<file path="config.mk">
export PLATFORM = sky130hd
export DESIGN_NAME = seq_ctrl_reg
export DESIGN_NICKNAME = d
export VERILOG_FILES = /design/src/rtl/seq_ctrl_reg.sv
export SDC_FILE = /design/constraint.sdc
export NUM_CORES = 1
export LEC_CHECK = 0
export BUFFER_PORTS_ARGS = -buffer_cell sky130_fd_sc_hd__buf_2
export CORE_MARGIN = 5
export CORE_UTILIZATION = 38
export CTS_CLUSTER_DIAMETER = 100
export DETAILED_ROUTE_END_ITERATION = 16
export GPL_TIMING_DRIVEN = 0
export PLACE_DENSITY = 0.6
export SYNTH_ARGS = -nofsm -noshare
export SYNTH_HDL_FRONTEND = slang
export SYNTH_SLANG_ARGS = --single-unit
</file>
<file path="constraint.sdc">
create_clock -name clk -period 2 [get_ports clk]
set_clock_uncertainty 0.05 [all_clocks]
set_input_delay 0.1 -clock clk [delete_from_list [all_inputs] [get_ports clk]]
set_output_delay 0.1 -clock clk [all_outputs]
set_load 0.01 [all_outputs]
</file>
<file path="src/rtl/seq_ctrl_reg.sv">
module seq_ctrl_reg #(
  parameter int SHORT_CYC  = 76,
  parameter int FULL_CYC   = 4944,
  parameter int SETTLE_CYC = 1024,
  parameter int RST_HOLD   = 2,
  parameter int IPW        = 3
) (
  input  logic           clk,
  input  logic           rst_n,
  input  logic           wr_en,
  input  logic [15:0]    wr_data,
  output logic [15:0]    rd_data,
  input  logic           instr_done,
  output logic [IPW-1:0] ip_o,
  output logic           run_o,
  output logic           fifo_clr_o,
  output logic           clk_en_o,
  output logic           cal_busy_o,
  output logic           az_each_o,
  output logic           chan_mask_o,
  output logic           sync_oe_o,
  output logic           sync_o,
  input  logic           sync_i,
  output logic           conv_trig_o,
  output logic           irq_short_o,
  output logic           irq_full_o,
  output logic           irq_stby_o
);
  localparam int CW = $clog2(FULL_CYC + 1);
  localparam int SW = $clog2(SETTLE_CYC + 1);
  localparam int RW = $clog2(RST_HOLD + 1);

  typedef enum logic [1:0] {C_IDLE, C_PEND, C_SHORT, C_FULL} cal_e;

  cal_e           cal_st;
  logic           pend_full;
  logic [CW-1:0]  cal_cnt;
  logic           run_q, stop_pend, rst_q, stby_q;
  logic [RW-1:0]  rst_cnt;
  logic           settle_on;
  logic [SW-1:0]  settle_cnt;
  logic [IPW-1:0] ip_q;
  logic           mask_q, az_q, dir_q;
  logic           sync_q, trig_q;
  logic           irq_s, irq_f, irq_st;
  logic           busy, done_ok, bit2, bit3;
  logic           unused_hi;

  assign unused_hi = ^wr_data[15:8];

  assign busy    = (cal_st == C_SHORT) || (cal_st == C_FULL);
  assign run_o   = run_q && !rst_q && !stby_q && !busy;
  assign done_ok = instr_done && run_o;
  assign bit2    = (cal_st == C_SHORT) || (cal_st == C_PEND && !pend_full);
  assign bit3    = (cal_st == C_FULL)  || (cal_st == C_PEND &&  pend_full);

  assign rd_data     = {8'h00, dir_q, az_q, mask_q, stby_q, bit3, bit2, rst_q, run_q};
  assign ip_o        = ip_q;
  assign fifo_clr_o  = rst_q;
  assign clk_en_o    = !stby_q;
  assign cal_busy_o  = busy;
  assign az_each_o   = az_q;
  assign chan_mask_o = mask_q;
  assign sync_oe_o   = dir_q;
  assign sync_o      = dir_q && run_o;
  assign conv_trig_o = trig_q;
  assign irq_short_o = irq_s;
  assign irq_full_o  = irq_f;
  assign irq_stby_o  = irq_st;

  always_ff @(posedge clk or negedge rst_n) begin
    if (!rst_n) begin
      cal_st     <= C_IDLE;
      pend_full  <= 1'b0;
      cal_cnt    <= '0;
      run_q      <= 1'b0;
      stop_pend  <= 1'b0;
      rst_q      <= 1'b1;
      rst_cnt    <= '0;
      stby_q     <= 1'b0;
      settle_on  <= 1'b0;
      settle_cnt <= '0;
      ip_q       <= '0;
      mask_q     <= 1'b0;
      az_q       <= 1'b0;
      dir_q      <= 1'b0;
      sync_q     <= 1'b0;
      trig_q     <= 1'b0;
      irq_s      <= 1'b0;
      irq_f      <= 1'b0;
      irq_st     <= 1'b0;
    end else begin
      sync_q <= sync_i;
      trig_q <= !dir_q && sync_i && !sync_q && run_o;

      if (done_ok) begin
        ip_q <= ip_q + 1'b1;
        if (stop_pend) begin
          run_q     <= 1'b0;
          stop_pend <= 1'b0;
        end
      end

      case (cal_st)
        C_PEND: if (done_ok) begin
          cal_st  <= pend_full ? C_FULL : C_SHORT;
          cal_cnt <= '0;
        end
        C_SHORT: if (cal_cnt == CW'(SHORT_CYC - 1)) begin
          cal_st <= C_IDLE;
          irq_s  <= 1'b1;
        end else cal_cnt <= cal_cnt + 1'b1;
        C_FULL: if (cal_cnt == CW'(FULL_CYC - 1)) begin
          cal_st <= C_IDLE;
          irq_f  <= 1'b1;
        end else cal_cnt <= cal_cnt + 1'b1;
        default: ;
      endcase

      if (rst_q && !stby_q) begin
        if (rst_cnt == RW'(RST_HOLD - 1)) rst_q <= 1'b0;
        else rst_cnt <= rst_cnt + 1'b1;
      end

      if (settle_on) begin
        if (settle_cnt == SW'(SETTLE_CYC - 1)) begin
          settle_on <= 1'b0;
          irq_st    <= 1'b1;
        end else settle_cnt <= settle_cnt + 1'b1;
      end

      if (wr_en) begin
        mask_q <= wr_data[5];
        az_q   <= wr_data[6];
        dir_q  <= wr_data[7];
        if (stby_q) begin
          if (!wr_data[4]) begin
            stby_q     <= 1'b0;
            rst_q      <= 1'b1;
            rst_cnt    <= '0;
            settle_on  <= 1'b1;
            settle_cnt <= '0;
          end
        end else if (wr_data[4] || wr_data[1]) begin
          stby_q    <= wr_data[4];
          rst_q     <= 1'b1;
          rst_cnt   <= '0;
          run_q     <= 1'b0;
          stop_pend <= 1'b0;
          ip_q      <= '0;
          irq_s     <= 1'b0;
          irq_f     <= 1'b0;
          irq_st    <= 1'b0;
          cal_st    <= C_IDLE;
          if (wr_data[4]) settle_on <= 1'b0;
        end else if (!rst_q) begin
          if (wr_data[0]) begin
            stop_pend <= 1'b0;
            if (!run_q && !busy) run_q <= 1'b1;
          end else if (run_q) begin
            stop_pend <= 1'b1;
          end
          if (cal_st == C_IDLE && (wr_data[2] || wr_data[3])) begin
            pend_full <= wr_data[3];
            cal_cnt   <= '0;
            if (run_o) cal_st <= C_PEND;
            else       cal_st <= wr_data[3] ? C_FULL : C_SHORT;
          end
        end
      end
    end
  end
endmodule


</file>
After elaboration in Yosys (flattened, before gate mapping)
Cells that the tools add are included. W data, S select, Z words.

Bits of input ports: 21. Output and inout port bits: 31. Logic and storage cells: 142. Register bits after elaboration: 45.

Bitwise logic cells: 3. Multiplexer cells: 82. Reductions and logical operators: 27. Add/subtract/negate cells: 4. Equality and inequality tests: 7.

Operator list (count): $mux W13 (8); $mux W11 (5); $mux W1 (48); $pmux W13 S3 (1); $mux W2 (15); $add A13 B1 Y13 const B (1); $eq A13 B13 Y1 const B (1); $eq A13 B7 Y1 const B (1); $logic_and A1 B1 Y1 (13); $mux W3 (4); $add A11 B1 Y11 const B (1); $eq A11 B10 Y1 const B (1); $logic_not A1 Y1 (7); $pmux W2 S3 (1); $logic_or A1 B1 Y1 (5); $reduce_and A5 Y1 (1); $eq A2 B1 Y1 const B (2); $eq A2 B2 Y1 const B (2); $add A3 B1 Y3 const B (1); $not A1 Y1 (3); $add A2 B1 Y2 const B (1); $logic_not A2 Y1 (1).

Longest topological paths before layout
Word-level depth: 12. Depth in mapped cells: 7. Gate-level depth less buffers: 6.

Least setup slack after synthesis
Ideal clock, no wire load.

Path kind: flip-flop to flip-flop. Start point: register cal_cnt[0]. End point: register cal_cnt[7]. Library setup time: 0.120 ns. Stages on the path, launching flop included: 8. Buffers on the path: 1. Data arrival time: 1.750 ns. Data required time: 1.830 ns. Setup slack: 0.080 ns. Cell sequence: dfrtp_1 -> ha_1 -> and3_1 -> nand3_1 -> nor2_1 -> or3_1 -> buf_4 -> a31o_2.

Longest elaborated chain between the ends: 8. Elaborated cells on any way between the ends: 11. Classes of those cells: add/sub (1); eq/ne (2); mux (8).

RTL lines: start: declaration (RTL line 37) `logic [CW-1:0] cal_cnt;`; start signal: assignment (RTL line 112) `end else cal_cnt <= cal_cnt + 1'b1;`; start signal: assignment (RTL line 116) `end else cal_cnt <= cal_cnt + 1'b1;`; $add A13 B1 Y13 (tied with other cells) (RTL line 112, 116); $mux W13, on equally long branches (RTL line 113, 109); $pmux W13 S3 (*) (RTL line 104) `case (cal_st)`; $mux W13 (RTL line 163) `if (cal_st == C_IDLE && (wr_data[2] || wr_data[3])) begin`; $mux W13 (RTL line 156) `end else if (!rst_q) begin`; $mux W13 (RTL line 144) `end else if (wr_data[4] || wr_data[1]) begin`; $mux W13 (RTL line 136) `if (stby_q) begin`; $mux W13 (*) (RTL line 132) `if (wr_en) begin`.

Every way passes the cells marked *; elsewhere a longest branch is shown, timed or not. A chain may end at the register's enable or synchronous reset.

Final worst setup path
Start point: register cal_cnt[0]. End point: register cal_cnt[5].

Same word-level chain as after synthesis.

==> results.sh <==
export IMPL_status="finished clean"
export IMPL_vias_per_cell=5.22
export IMPL_irDropWorstVdd_mv=0.643
export IMPL_final_common_cell="dfrtp_1"
export IMPL_grt_total_usage_pct=14.0
export IMPL_fin_area_sq_um=3070
export IMPL_ys_async_sr_fraction_pct=100
export IMPL_cp_slowest_stage_delay_ps=400
export IMPL_slew_headroom_pct=33.3
export IMPL_rr_worst_depth=7
export IMPL_fin_cells=408
export IMPL_synth_yosys_seq_area_share_pct=45.1
export IMPL_hp_class="in2reg"
export IMPL_grt_remaining_overflow=0
export IMPL_clkSinkCount=45
export IMPL_startpoint_type="flip-flop"
export IMPL_vias=2129
export IMPL_finalCritPeriodShare_pct=96.7
export IMPL_cts_tree="built"
export IMPL_dpl_cell_area_sq_um=2790
export IMPL_multi_input_area_sq_um=1220
export IMPL_synth_avg_cell_area_sq_um=9.16
export IMPL_setup_viol=0
export IMPL_antenna_cells=0
export IMPL_hold_depth=2
export IMPL_clk_pin_slew_ps=90
export IMPL_synth_distinct_cells=51
export IMPL_finalWorstSetupSlack_ps=65.3
export IMPL_path_max_fanout=10
export IMPL_root_buffer="clkbuf_8"
export IMPL_grt_pass1_wl_microns=9600
export IMPL_first_iter_violations=94
export IMPL_dr_pass1_iters=4
export IMPL_synth_edf_count=0
export IMPL_drv_cap=0
export IMPL_ioPinCount=52
export IMPL_hold_end="pend_full$_DFFE_PN0P_"
export IMPL_regArea_sq_um=1130
export IMPL_dp_cells=391
export IMPL_crit_required_ps=2150
export IMPL_fin_crit_ps=1930
export IMPL_htreeDepth=2
export IMPL_grt_pass1_vias=2012
export IMPL_numCtsBuffers=5
export IMPL_post_place_ws_ps=-146
export IMPL_ys_warnings_count=0
export IMPL_arrival_ps=2090
export IMPL_rows=29
export IMPL_fill_cells=624
export IMPL_r2r_end="cal_cnt[5]$_DFF_PN0_"
export IMPL_slowest_stage="dfrtp_1"
export IMPL_p_leak_nw=1.45
export IMPL_maxSlewViolCount=0
export IMPL_whs_ps=18.4
export IMPL_postSynthCellCount=273
export IMPL_synth_main_ff_cell="dfrtp_1"
export IMPL_p_per_area_nw_per_um2=851
export IMPL_clockBufferDepth=2
export IMPL_antenna_found_initial=0
export IMPL_rr_startpoint="cal_cnt[0]$_DFF_PN0_"
export IMPL_ys_ff_latch=45
export IMPL_route_antenna_remaining_nets=0
export IMPL_max_freq_ghz=0.517
export IMPL_gp_congestion=0.833
export IMPL_p_total_mw=2.61
export IMPL_nets=354
export IMPL_fp_coreArea_sq_um=6390
export IMPL_area_delta_synth_final_pct=22.6
export IMPL_cp_top_family="simple AND/OR/NAND/NOR gates"
export IMPL_crit_type="reg2reg"
export IMPL_grt_max_degree=46
export IMPL_wl_per_cell_microns=13.8
export IMPL_route_detailed_drc=0
export IMPL_final_cell_mix="dfrtp_1 (44), buf_2 (39), nor2_1 (33)"
export IMPL_path_cells="ha_2 > and3_2 > nand3_2 > nor2_2 > or3_4 > buf_6 > a31o_2"
export IMPL_portBuffers=34
export IMPL_place_hpwl_microns=3890
export IMPL_routed_wirelength_microns=5630
export IMPL_layout_drive_gt1_share_pct=29.9
export IMPL_tightest_slew_ps=1000
export IMPL_critPathCaptureType="flip-flop"
export IMPL_finalHoldViolations=0
export IMPL_dieArea_sq_um=8300
export IMPL_syn_cell_area_sq_um=2500
export IMPL_dieHeight_microns=91.1
export IMPL_initial_utilization_pct=39.2
export IMPL_hold_start="wr_data[3]"
export IMPL_path_buf_inv=1
export IMPL_die_w_microns=91.1
export IMPL_clk_latency_ps=310
export IMPL_r2r_slack_ps=70
[registers in the layout, summed over array words and instances (netlist names), 2 cells and up]
register	count
cal_cnt	13
settle_cnt	11
cal_st	2
ip_o	3
rst_cnt	2
[timing repair]
action	4_1_cts	5_1_grt
gates resized for setup	6	10
pin swaps	1	2
hold buffers	6	0
setup endpoints to repair	13	26
hold endpoints to repair	50	0
setup buffers	2	1
[worst register-to-register path, cell delays in order (launching register included)]
cell and delay [ps]:
dfrtp_1 400, ha_2 210, and3_2 260, nand3_2 110
nor2_2 60, or3_4 350, buf_6 150, a31o_2 240
[per-layer routing]
layer | vias up | GRT usage (%) | part of all wire (%)
li1 | 1063 | - | -
met3 | 6 | 4.21 | 7.1
met5 | - | 0 | 0
met2 | 59 | 21.8 | 45
met4 | 0 | 4.03 | 1.3
met1 | 1001 | 18.8 | 47
[report_power, final]
part | leakage [nW] | switching, mW | internal [mW]
clock | 0.0681 | 0.331 | 0.497
combinational | 0.791 | 0.306 | 0.294
sequential | 0.595 | 0.135 | 1.05
[per-stage QoR]
stage	setup TNS, ps	utilization, %
floorplan	0	-
detailed placement	-1220	43.8
global route	-160	48.0
global placement	-1100	43.8
finish	0	48.0
CTS	0	47.3
[Yosys cell counts, drive strengths merged, types with 2 or more instances]
| cell | count | area, sq um |
|---|---|---|
| or4 | 3 | 22.5 |
| a31o | 8 | 70.1 |
| nor3 | 9 | 50.1 |
| a21o | 2 | 15.0 |
| nor4 | 2 | 12.5 |
| and3 | 5 | 31.3 |
| buf | 24 | 168 |
| o311a | 3 | 30.0 |
| nor2 | 35 | 131 |
| nand2b | 2 | 12.5 |
| nand2 | 22 | 82.6 |
| inv | 11 | 41.3 |
| xor2 | 5 | 43.8 |
| nand4 | 8 | 50.1 |
| a32o | 2 | 20.0 |
| dfrtp | 44 | 1100 |
| o21ai | 14 | 70.1 |
| a31oi | 4 | 25.0 |
| nand3b | 2 | 15.0 |
| nand3 | 17 | 85.1 |
| o22ai | 3 | 18.8 |
| and2 | 3 | 18.8 |
| mux2i | 2 | 20.0 |
| or3 | 2 | 12.5 |
| clkbuf | 6 | 22.5 |
| a21oi | 8 | 40.0 |
| xnor2 | 2 | 17.5 |
| mux2 | 4 | 45.0 |
| and4 | 2 | 18.8 |
| ha | 3 | 37.5 |
[kinds of logic (layout without fill, tap and decap cells)]
family | count (synthesis) | after routing | share of synthesized area, %
AOI/OAI and AO/OA | 53 | 53 | 15.1
xor gates and xnor gates | 7 | 7 | 2.45
adders and majority gates | 3 | 3 | 1.50
buffers and inverters | 41 | 92 | 9.25
DFF | 45 | 45 | 45.1
muxes | 6 | 6 | 2.60
other | 1 | 8 | 0.150
and+or+nand+nor | 117 | 117 | 23.9
[final cells by class]
cell class                 count  share of cell area (%)
tap                           77                    3.14
buffer                        30                    6.41
timing repair buffer          43                    8.24
clock inverter                 3                    2.12
clock buffer                   5                    2.24
inverter                      11                    1.35
multi-input combinational    194                    39.7
sequential                    45                    36.8
[how the worst max path moves through the flow]
stage | startpoint | endpoint | slack [ps] | depth (start not counted)
3_3_place_gp | stby_q$_DFFE_PN0P_ | cal_cnt[11]$_DFF_PN0_ | -130 | 5
3_5_place_dp | stby_q$_DFFE_PN0P_ | cal_cnt[11]$_DFF_PN0_ | -150 | 5
4_1_cts | cal_cnt[0]$_DFF_PN0_ | cal_cnt[11]$_DFF_PN0_ | 1 | 7
6_report | cal_cnt[0]$_DFF_PN0_ | cal_cnt[5]$_DFF_PN0_ | 70 | 7
2_1_floorplan | cal_cnt[0]$_DFF_PN0_ | cal_cnt[7]$_DFF_PN0_ | 80 | 7
5_1_grt | cal_cnt[8]$_DFF_PN0_ | cal_cnt[4]$_DFF_PN0_ | -30 | 6
Note: power is estimated with default switching activity, not from simulation.
